<file path="config.mk">
export PLATFORM = sky130hd
export DESIGN_NAME = cwrap_top
export DESIGN_NICKNAME = d
export VERILOG_FILES = /design/src/rtl/cwrap_pkg.sv /design/src/rtl/cwrap_mode_reg.sv /design/src/rtl/cwrap_bcell.sv /design/src/rtl/cwrap_core_model.sv /design/src/rtl/cwrap_bypass.sv /design/src/rtl/cwrap_top.sv
export SDC_FILE = /design/constraint.sdc
export NUM_CORES = 1
export LEC_CHECK = 0
export BUFFER_PORTS_ARGS = -buffer_cell sky130_fd_sc_hd__buf_2
export CORE_ASPECT_RATIO = 0.7
export CORE_MARGIN = 4
export CORE_UTILIZATION = 30
export CTS_CLUSTER_SIZE = 10
export DETAILED_ROUTE_END_ITERATION = 8
export PLACE_DENSITY_LB_ADDON = 0.3
export SLEW_MARGIN = 10
export SYNTH_ARGS = -nofsm -noshare
export SYNTH_HDL_FRONTEND = slang
export SYNTH_SLANG_ARGS = --single-unit
</file>
<file path="constraint.sdc">
create_clock -name clk -period 3.2 [get_ports clk]
set_input_delay 0 -clock clk [delete_from_list [all_inputs] [get_ports clk]]
set_output_delay 0 -clock clk [all_outputs]
set_load 0.01 [all_outputs]
</file>
<file path="src/rtl/cwrap_pkg.sv">
`timescale 1ns/1ps
package cwrap_pkg;
  typedef enum logic [1:0] {
    WM_NORMAL = 2'b00,
    WM_CORE   = 2'b01,
    WM_XCONN  = 2'b10,
    WM_BYPASS = 2'b11
  } wmode_e;
endpackage

</file>
<file path="src/rtl/cwrap_mode_reg.sv">
`timescale 1ns/1ps
module cwrap_mode_reg
  import cwrap_pkg::*;
(
  input  logic   clk,
  input  logic   rst,
  input  logic   si,
  input  logic   shift_en,
  input  logic   upd_en,
  output wmode_e mode
);
  logic [1:0] stage;

  // Bits enter at the top and move down, so the first bit lands in bit 0.
  always_ff @(posedge clk) begin
    if (rst) begin
      stage <= 2'b00;
      mode  <= WM_NORMAL;
    end else begin
      if (shift_en) stage <= {si, stage[1]};
      if (upd_en)   mode  <= wmode_e'(stage);
    end
  end

  assert_mode_hold_R3: assert property (@(posedge clk) disable iff (rst)
    !upd_en |=> mode == $past(mode));
endmodule

</file>
<file path="src/rtl/cwrap_bcell.sv">
`timescale 1ns/1ps
module cwrap_bcell (
  input  logic clk,
  input  logic rst,
  input  logic func_in,
  input  logic scan_in,
  input  logic shift_en,
  input  logic cap_en,
  input  logic upd_en,
  output logic scan_q,
  output logic upd_q
);
  always_ff @(posedge clk) begin
    if (rst) begin
      scan_q <= 1'b0;
      upd_q  <= 1'b0;
    end else begin
      if (cap_en)        scan_q <= func_in;
      else if (shift_en) scan_q <= scan_in;
      if (upd_en)        upd_q  <= scan_q;
    end
  end

  assert_upd_hold_R9: assert property (@(posedge clk) disable iff (rst)
    !upd_en |=> $stable(upd_q));
endmodule

</file>
<file path="src/rtl/cwrap_core_model.sv">
`timescale 1ns/1ps
module cwrap_core_model #(
  parameter int NI = 6,
  parameter int NO = 5
) (
  input  logic [NI-1:0] din,
  output logic [NO-1:0] dout
);
  for (genvar j = 0; j < NO; j++) begin : g_o
    localparam int A = j % NI;
    localparam int B = (j + 1) % NI;
    assign dout[j] = din[A] ^ din[B];
  end
endmodule

</file>
<file path="src/rtl/cwrap_bypass.sv">
`timescale 1ns/1ps
module cwrap_bypass #(
  parameter int W = 2
) (
  input  logic         clk,
  input  logic         rst,
  input  logic [W-1:0] din,
  output logic [W-1:0] dout
);
  always_ff @(posedge clk) begin
    if (rst) dout <= '0;
    else     dout <= din;
  end
endmodule

</file>
<file path="src/rtl/cwrap_top.sv">
`timescale 1ns/1ps
module cwrap_top
  import cwrap_pkg::*;
#(
  parameter int N_IN  = 6,  // must be >= W
  parameter int N_OUT = 5,  // must be >= W
  parameter int W     = 2
) (
  input  logic             clk,
  input  logic             rst,
  input  logic [N_IN-1:0]  sys_in,
  output logic [N_OUT-1:0] sys_out,
  input  logic             ctl_si,
  input  logic             ctl_shift,
  input  logic             ctl_update,
  input  logic             wc_shift,
  input  logic             wc_capture,
  input  logic             wc_update,
  input  logic [W-1:0]     tst_in,
  output logic [W-1:0]     tst_out
);
  wmode_e           mode;
  logic [N_IN-1:0]  in_sh, in_up, in_si, core_in;
  logic [N_OUT-1:0] out_sh, out_up, out_si, core_out;
  logic [W-1:0]     byp_q, chain_tail;
  logic             cell_shift, in_cap, out_cap;

  cwrap_mode_reg u_mode (
    .clk(clk), .rst(rst), .si(ctl_si), .shift_en(ctl_shift),
    .upd_en(ctl_update), .mode(mode)
  );

  // Capture wins over shift; bypass freezes every chain.
  assign cell_shift = wc_shift & ~wc_capture & (mode != WM_BYPASS);
  assign in_cap     = wc_capture & (mode == WM_XCONN);
  assign out_cap    = wc_capture & (mode == WM_CORE);

  // Input side: chain w starts at input cell w.
  for (genvar i = 0; i < N_IN; i++) begin : g_in
    if (i >= W) begin : g_link
      assign in_si[i] = in_sh[i-W];
    end else begin : g_head
      assign in_si[i] = tst_in[i];
    end
    cwrap_bcell u_cell (
      .clk(clk), .rst(rst), .func_in(sys_in[i]), .scan_in(in_si[i]),
      .shift_en(cell_shift), .cap_en(in_cap), .upd_en(wc_update),
      .scan_q(in_sh[i]), .upd_q(in_up[i])
    );
  end

  // Output side: first output cell on a wire follows that wire's last input cell.
  for (genvar j = 0; j < N_OUT; j++) begin : g_out
    if (j >= W) begin : g_link
      assign out_si[j] = out_sh[j-W];
    end else begin : g_join
      localparam int LAST_IN = j + W * ((N_IN - 1 - j) / W);
      assign out_si[j] = in_sh[LAST_IN];
    end
    cwrap_bcell u_cell (
      .clk(clk), .rst(rst), .func_in(core_out[j]), .scan_in(out_si[j]),
      .shift_en(cell_shift), .cap_en(out_cap), .upd_en(wc_update),
      .scan_q(out_sh[j]), .upd_q(out_up[j])
    );
  end

  for (genvar w = 0; w < W; w++) begin : g_tail
    localparam int LAST_OUT = w + W * ((N_OUT - 1 - w) / W);
    assign chain_tail[w] = out_sh[LAST_OUT];

    assert_chain_head_R8: assert property (@(posedge clk) disable iff (rst)
      ($past(cell_shift) && $past(!rst)) |-> in_sh[w] == $past(tst_in[w]));
  end

  cwrap_bypass #(.W(W)) u_byp (.clk(clk), .rst(rst), .din(tst_in), .dout(byp_q));

  cwrap_core_model #(.NI(N_IN), .NO(N_OUT)) u_core (.din(core_in), .dout(core_out));

  always_comb begin
    unique case (mode)
      WM_NORMAL: core_in = sys_in;
      WM_CORE:   core_in = in_up;
      default:   core_in = '0;
    endcase
  end

  always_comb begin
    unique case (mode)
      WM_NORMAL: sys_out = core_out;
      WM_XCONN:  sys_out = out_up;
      default:   sys_out = '0;
    endcase
  end

  assign tst_out = (mode == WM_BYPASS) ? byp_q : chain_tail;

  assert_core_capture_R5: assert property (@(posedge clk) disable iff (rst)
    ($past(out_cap) && $past(!rst)) |-> (out_sh == $past(core_out) && in_sh == $past(in_sh)));

  assert_xconn_capture_R6: assert property (@(posedge clk) disable iff (rst)
    ($past(in_cap) && $past(!rst)) |-> (in_sh == $past(sys_in) && out_sh == $past(out_sh)));

  assert_bypass_delay_R7: assert property (@(posedge clk) disable iff (rst)
    (mode == WM_BYPASS) |-> tst_out == $past(tst_in));
endmodule

</file>
-- After elaboration in Yosys (flattened, before gate mapping)
Index checks and enable logic that the tools add are counted.
W data, S select, Z words.
- add/sub/neg operators: 0
- multiply operators: 0
- div/mod/pow operators: 0
- order comparisons: 0
- equality and inequality tests: 4
- shift-type cells: 0
- mux-type cells: 25
- bitwise gates (word level): 10
- reductions and logical operators: 3
- operator list (operator ; count):
    $mux W1 ; 22
    $pmux W6 S2 ; 1
    $pmux W5 S2 ; 1
    $xor A1 B1 Y1 ; 5
    $and A1 B1 Y1 ; 4
    $eq A2 B2 Y1 const B ; 2
    $reduce_bool A2 Y1 ; 2
    $eq A2 B1 Y1 const B ; 1
    $logic_not A2 Y1 ; 1
    $mux W2 ; 1
    $ne A2 B2 Y1 const B ; 1
    $not A1 Y1 ; 1
- bits in registers: 28
- latch bits: 0
- memory bits (writable): 0
- bits in read-only memories: 0
- bits of input ports: 16
- output and inout port bits: 7
- logic and storage cells: 67
- memories kept: 0

-- Logic depth before layout (Yosys ltp)
Gate-level depths: netlist (run 1).
- word-level depth: 5
- mapped depth: 5
- gate-level depth less buffers: 3

-- By module
Synthesis (run 1) repeated with hierarchy kept, for this count alone.
- cell total of the unflattened synthesis: 142
- area total of the unflattened synthesis: 1457.6 µm²
- by module, submodules not included (module ; instances ; cells each ; area an instance (µm²) ; seq. area each (µm²)):
    cwrap_bcell ; 11 ; 8 ; 86.3 ; 40.0
    cwrap_top ; 1 ; 33 ; 276.5 ; 0.0
    cwrap_mode_reg ; 1 ; 12 ; 135.1 ; 80.1
    cwrap_bypass ; 1 ; 4 ; 52.6 ; 40.0
    cwrap_core_model ; 1 ; 5 ; 43.8 ; 0.0

-- Worst setup path before layout (run 1)
No wires, ideal clock.
- kind: register -> register
- start point: reg u_mode.mode[0]
- end point: reg g_in[2].u_cell.scan_q
- library setup time: 0.133 ns
- arrival: 0.998 ns
- data required time: 3.067 ns
- path slack: 2.068 ns
- stages on the path, launching flop included: 6
- buffers on the path: 2
- clock period less this slack: 1.132 ns
- cell sequence: dfxtp_1 > buf_6 > and2_4 > buf_8 > o32ai_1 > a211oi_1
- longest elaborated chain between the ends: 3
- elaborated cells on any way between the ends: 6
- classes of those cells: eq/ne: 2; mux: 1; bitwise: 2; reduce/logical: 1
- RTL lines (element ; RTL line ; RTL):
    start, declared ; cwrap_mode_reg.sv:10 ; output wmode_e mode
    start signal, assigned ; cwrap_mode_reg.sv:21 ; if (upd_en) mode <= wmode_e'(stage);
    $eq A2 B2 Y1 / $ne A2 B2 Y1 (equally long branches) ; cwrap_top.sv:35, cwrap_top.sv:34 ;
    $and A1 B1 Y1, on equally long branches ; cwrap_top.sv:35, cwrap_top.sv:34 ;
    $mux W1 / $reduce_bool A2 Y1 (equally long branches) ; - ;
    end signal, assigned ; cwrap_bcell.sv:18 ; if (cap_en) scan_q <= func_in;
    end signal, assigned ; cwrap_bcell.sv:19 ; else if (shift_en) scan_q <= scan_in;
    end, declared ; cwrap_bcell.sv:10 ; output logic scan_q,
Parallel ways exist; a longest one is shown, timed or not.
A chain may end at the register's enable or synchronous reset.

-- Worst setup path in the final report (run 1)
- start point: reg u_mode.mode[1]
- end point: out tst_out[1]
- longest elaborated chain between the ends: 2
- RTL lines (element ; RTL line ; RTL):
    $eq A2 B2 Y1 ; cwrap_top.sv:95 ; assign tst_out = (mode == WM_BYPASS) ? byp_q : chain_tail;
    $mux W2 ; cwrap_top.sv:95 ;
    end, declared ; cwrap_top.sv:20 ; output logic [W-1:0] tst_out
No other way between the ends.

==> metrics.md, run 1 <==
| Metric | Value |
|---|---|
| Slew Viols, Final | `0` |
| Critical Path End Type | `output pin` |
| Htree depth | `1` |
| Slowest stage delay, CP | `around 0.67 ns` |
| Worst-Margin Slew | `0.5257 ns` |
| Critical path startpoint category | `flop` |
| Most common cell in the netlist | `dfxtp_1` |
| Warnings from Yosys | `0` |
| Synth cell count leaders | `28 x dfxtp_1, 21 x nor2_1, 20 x mux2i_1` |
| Port bufs | `22` |
| Seq/Total Area, Yosys | `a little over two fifths` |
| Fraction of layout instances using a drive strength above 1 | `between 10% and 20%` |
| Worst path slowest cell | `dfxtp_1` |
| Core ar. | `4089 um^2` |
| Syn Inst Count | `136` |
| # setup viols final | `0` |
| Synth area leaders | `dfxtp_1 42%, mux2i_1 15%, xor2_1 6.6%` |
| Mean post-synth cell area | `9.780 um^2` |
| Setup TNS | `0 ns` |
| Worst-Skew Late Latency | `0.28 ns` |
| I/O Pins | `23` |
| Req. time, crit path | `3.20 ns` |
| Maximum vdd drop | `172.0 uV` |
| Clk sinks | `28` |
| Routed wire length per instance | `between 10 and 15 um` |
| CP max FO | `11` |
| Grt total ovfl | `0` |
| Fmax | `0.6503 GHz` |
| Net Count, Synth | `152` |
| Worst min path class | `in2reg` |
| Post-synth cell types | `28` |
| Die Wd | `87.59 um` |
| First-pass GRT wire length | `about 5000 um` |
| Drt first pass iters | `4` |
| Largest net degree at the start of global routing | `29` |
| #FFs+latches synth | `28` |
| Row cnt | `19` |
| Drt via density | `5.038` |
| RSZ-0062 raised after global routing | `false` |
| Crit path DAT | `about 1.5 ns` |
| Pre-CTS worst setup slack | `1.797 ns` |
| Number of max-cap violations | `0` |
| Antenna viol nets, final | `0` |
| Initial DRC count | `75` |
| Yosys top cell by area | `dfxtp_1` |
| Die ar. | `5580 um^2` |
| Design area | `1543 um^2` |
| Initial core utilization | `32.53%` |
| CTS tree | `built` |
| Status | `finished, final reports clean` |
| Synth async-reset ratio | `0%` |
| Slew HR | `64.90%` |
| Hold Vio Cnt, Final | `0` |
| Setup Skew | `0.005742 ns` |
| Crit-path cells | `nand2_2 > nand2_1 > nand2_1 > buf_2` |
| Residual DRC | `0` |
| Synth top area share | `42.14%` |
| Top_reg_cell synth | `dfxtp_1` |
| Clock buffer count from CTS | `3` |
| Post-Syn Area | `1330 um^2` |
| DP Area | `1448 um^2` |
| Via count | `~1,100` |
| DIE HEIGHT | `between 60 and 70 um` |
| Leakage Power | `0.6742 nW` |
| CTS clock-pin slew for the worst setup and hold paths | `about 0.1 ns` |
| Post_cts resized | `0` |
| Largest delay share family, worst path | `flip-flops` |
| DP HPWL | `2342 um` |
| Area Overhead vs Synth | `15.99%` |
| Final nets | `175` |
| All-Layer GR Usage | `11.47%` |
| Period utilization | `between 40% and 50%` |
| Crit path top cell by count | `nand2_1` |
| WS Path Type | `reg2out` |
| Hold Buf Count CTS | `4` |
| Drt total wl | `3121 um` |
| Period minus WS final | `around 1.5 ns` |
| Worst Path Buf+Inv | `1` |
| Final worst setup slack | `1.662 ns` |
| Clock root buffer | `clkbuf_8` |
| Post-synth EDFFs | `0` |
| P per Cell Area | `~440 nW/um^2` |
| Diode count | `0` |
| Postcts setup bufs | `0` |
| Vias in the first global route | `between 900 and 1,000` |
| GP Congestion | `roughly 0.78` |
| Initial antenna violation count | `0` |
| CTS max path bufs | `2` |
-- per-stage QoR --
stage,std cells,hold WS [ns],utilization (%),power [mW]
floorplan,136,0.1282,-,0.4302
global placement,202,0.2337,35.40,0.4626
detailed placement,202,0.2429,35.40,0.4627
CTS,210,0.005048,37.73,0.6861
global route,210,0.01528,37.73,0.7095
finish,210,0.005954,37.73,0.6810
-- worst paths after layout --
path / start / endpoint / slack (ns) / cells after the start
max: u_mode.mode[1] / tst_out[1] / 1.66 / 4
min: ctl_shift / u_mode.stage[0] / 0.006 / 3
max reg2reg: u_mode.mode[1] / g_in[4].u_cell.scan_q / 1.75 / 3
min reg2reg: g_in[1].u_cell.scan_q / g_in[1].u_cell.scan_q / 0.49 / 2
-- worst register-to-register path: stages (launching register included) --
cell and delay, ns:
dfxtp_1 0.67, and2_4 0.34, o32ai_1 0.11, a211oi_1 0.24
-- registers in the layout, summed over array words and instances (netlist names) --
name and cells:
u_mode.mode 2, g_in.u_cell.scan_q 6, g_in.u_cell.upd_q 6, g_out.u_cell.upd_q 5, g_out.u_cell.scan_q 5, u_byp.dout 2
u_mode.stage 2
-- layout by cell type, fill, tap and decap left out --
master,count
and2_4,1
nor2b_1,2
dlygate4sd3_1,4
and2b_2,1
nand3b_4,1
nand3_1,1
nand2_2,1
nand3b_1,1
nand2_1,6
o21ai_1,1
a21boi_4,1
nand2b_1,1
nor2_1,21
a32oi_1,5
xor2_1,10
mux2i_1,20
clkbuf_8,4
a21oi_1,5
a311oi_1,1
o32ai_1,5
buf_2,22
and3b_1,1
inv_1,5
o211ai_1,5
dfxtp_1,28
a211oi_1,5
-- logic make-up (layout without fill, tap and decap cells) --
kind of cell           count (synthesis)  in the layout  share of synthesized area [%]
flip-flops                            28             28                          42.15
AND/OR/NAND/NOR                       37             37                          13.92
AO/OA/AOI/OAI                         28             28                          16.56
XOR/XNOR                              10             10                          6.585
buffers and inverters                 13             35                          5.737
multiplexers                          20             20                          15.05
-- layout make-up --
class	instances	area, um^2
clock buffers	4	55.05
fillers	419	2546
inverters	5	18.77
multi-input cells	95	693.2
flip-flops and latches	28	560.5
well taps	52	65.06
repair buffers	26	150.1
-- routing by layer --
metal  vias up  wire, um  share of wire, %  track usage (%)
li1        528         -                 -                -
met1       501      1624                52            17.63
met2        29      1289                41            15.51
met3         0       208               6.7            3.906
met4         0         0                 0            1.724
met5         -         0                 0                0
-- where the power goes --
group | switching, mW | internal, mW | total, mW
Clock | 0.112 | 0.110 | 0.223
Combinational | 0.0456 | 0.0398 | 0.0854
Sequential | 0.0123 | 0.360 | 0.373
Total | 0.170 | 0.511 | 0.681
Note: power is estimated with default switching activity, not from simulation.
==> inputs of run 2 (changes only) <==
Clock period 3.2 ns to 1.45 ns, I/O delays scaled along.
==> run 2 against run 1 <==
Hold slack got worse by 0.0044 ns; final cell count rose by 0.48%; critical path depth stayed put; routed wire length is 0.80% higher; clock skew shrank 0.0034 ns; via count decreased by 0.47%; clock-buffer cell count unchanged; sequential share of layout area fell by 0.066 points; utilization is 0.15 points higher; sequential power is 120% higher; flip-flop and latch count did not move; critical path type unchanged; largest cell class unchanged; largest power group unchanged; highest routed layer unchanged.
==> metrics.md, run 2 (same netlist as run 1, synthesis figures left out) <==
| Metric | Value |
|---|---|
| Pint | `1.127 mW` |
| R2R Path Start | `u_mode.mode[0]` |
| CTS clock-pin slew for the worst setup and hold paths | `0.09 ns` |
| Slowest stage delay, CP | `0.40 ns` |
| Drt via density | `between 4 and 5` |
| Levels on crit path | `4` |
| Antenna viol nets, final | `0` |
| Largest delay share family, worst path | `flip-flops` |
| Area Overhead vs Synth | `16.46%` |
| Largest net degree at the start of global routing | `29` |
| RSZ-0062 raised after global routing | `false` |
| Vias in the first global route | `1,007` |
| Clock buffer count from CTS | `3` |
| Initial antenna violation count | `0` |
| Regs by FF count | `g_in.u_cell.scan_q (6), g_in.u_cell.upd_q (6)` |
| Worst Path Buf+Inv | `2` |
| Worst path slowest cell | `dfxtp_2` |
| Crit path DAT | `~1.3 ns` |
| DP Area | `1463 um^2` |
| Reg2Reg Setup Slack | `0.30 ns` |
| Slew Viols, Final | `0` |
| P per Cell Area | `968.9 nW/um^2` |
| Setup Skew | `0.002379 ns` |
| Clock root buffer | `clkbuf_8` |
| Critical path startpoint category | `flop` |
| Clk sinks | `28` |
| First-pass GRT wire length | `5064 um` |
| GP Congestion | `~0.81` |
| Non-Filler Instances | `211` |
| Routed wire length per instance | `14.91 um` |
| Die ar. | `approximately 5600 um^2` |
| Residual DRC | `0` |
| Reg2reg end | `g_in[1].u_cell.scan_q` |
| Critical Path End Type | `output pin` |
| Hold path startpoint | `ctl_update` |
| Drt first pass iters | `4` |
| Switching Fraction | `between 20% and 30%` |
| Period utilization | `between 80% and 90%` |
| Row cnt | `19` |
| Final nets | `176` |
| Most common cell after layout, fill and taps aside | `dfxtp_1` |
| Port bufs | `22` |
| Comb pwr share | `12.8%` |
| Clock power frac | `32.5%` |
| Period minus WS final | `1.249 ns` |
| Design area | `~1500 um^2` |
| Initial core utilization | `32.53%` |
| Core ar. | `around 4100 um^2` |
| Placed Instances | `between 200 and 250` |
| CTS tree | `built` |
| Diode count | `0` |
| All-Layer GR Usage | `11.55%` |
| Fmax | `between 0.8 and 0.9 GHz` |
| Slew HR | `around 66%` |
| Crit-path cells | `buf_4 > mux2i_1 > nor2_1 > buf_2` |
| Flop pwr share | `54.7%` |
| CTS max path bufs | `2` |
| DIE HEIGHT | `63.71 um` |
| WHS Path Cells | `3` |
| P_sw | `0.3739 mW` |
| I/O Pins | `23` |
| Req. time, crit path | `between 1 and 1.5 ns` |
| Worst min path class | `in2reg` |
| Setup TNS | `0 ns` |
| Drt total wl | `3146 um` |
| Number of max-cap violations | `0` |
| Leakage Power | `0.6813 nW` |
| Die Wd | `~90 um` |
| Fraction of layout instances using a drive strength above 1 | `21.38%` |
| Hold Vio Cnt, Final | `0` |
| Commonest cells after routing, fill and taps aside | `27 x dfxtp_1, 22 x buf_2, 21 x nor2_1` |
| Maximum vdd drop | `322.6 uV` |
| Grt total ovfl | `0` |
| Total power | `1.501 mW` |
| WS Path Type | `reg2out` |
| # setup viols final | `0` |
| WHS Endpoint | `u_mode.mode[0]` |
| Via count | `1,053` |
| DP HPWL | `2397 um` |
| Worst-Skew Late Latency | `0.27 ns` |
| FF-to-FF path depth | `3` |
| Worst-Margin Slew | `0.5098 ns` |
| CP max FO | `6` |
| Initial DRC count | `74` |
| Htree depth | `1` |
| Status | `finished, final reports clean` |
run 2: changes by cell type in the layout (fill, tap and decap cells not counted):
cell           before  now
dfxtp_2             0    1
dfxtp_1            28   27
buf_4               0    2
dlygate4sd3_1       4    3
run 2: metrics by stage:
step	setup slack [ns]	util (%)	hold WS [ns]
CTS	0.1029	37.85	0.006855
detailed placement	0.2745	35.77	0.2553
floorplan	0.3183	-	0.1282
global route	0.09303	37.88	0.03249
finish	0.2010	37.88	0.001524
global placement	0.3475	35.77	0.2382
run 2: final cells by class:
| type | instances | area, um^2 |
|---|---|---|
| timing repair buffer | 27 | 155.1 |
| inverter | 5 | 18.77 |
| sequential | 28 | 561.8 |
| clock buffer | 4 | 55.05 |
| fill | 427 | 2540 |
| tap | 52 | 65.06 |
| multi-input combinational | 95 | 693.2 |
run 2: metal layers:
layer  part of all wire [%]  vias up  GRT usage, %
li1                       -      531             -
met1                     48      492         16.58
met2                     45       30         17.67
met3                    7.0        0         3.385
met4                      0        0         1.149
met5                      0        -             0
run 2: how the worst max path moves through the flow:
stage                              start                    end  slack [ns]
after floorplan           u_mode.mode[0]  g_in[2].u_cell.scan_q        0.32
after detailed placement  u_mode.mode[1]  g_in[1].u_cell.scan_q        0.27
after global placement    u_mode.mode[0]  g_in[4].u_cell.scan_q        0.35
after CTS                 u_mode.mode[1]             sys_out[1]        0.10
after global routing      u_mode.mode[1]             sys_out[4]        0.09
final                     u_mode.mode[1]             sys_out[1]        0.20
run 2: tightest hold or removal path: stages:
cell and delay (ns):
buf_2 0.10, mux2i_1 0.07, nor2_1 0.07
run 2: what timing repair did:
item / in CTS / in global routing
hold buffers: 3 / 0
resized for setup: 0 / 1
hold endpoints to repair: 3 / 0
setup buffers: 0 / 0
endpoints found under the setup margin: 0 / 2
run 2: power by group through the flow:
stage          Clock (mW)  Combinational (mW)  Sequential (mW)
2_1_floorplan           0               0.122            0.828
3_3_place_gp            0               0.185            0.837
3_5_place_dp            0               0.187            0.838
4_1_cts             0.498               0.194            0.820
5_1_grt             0.535               0.214            0.824
6_report            0.488               0.192            0.820
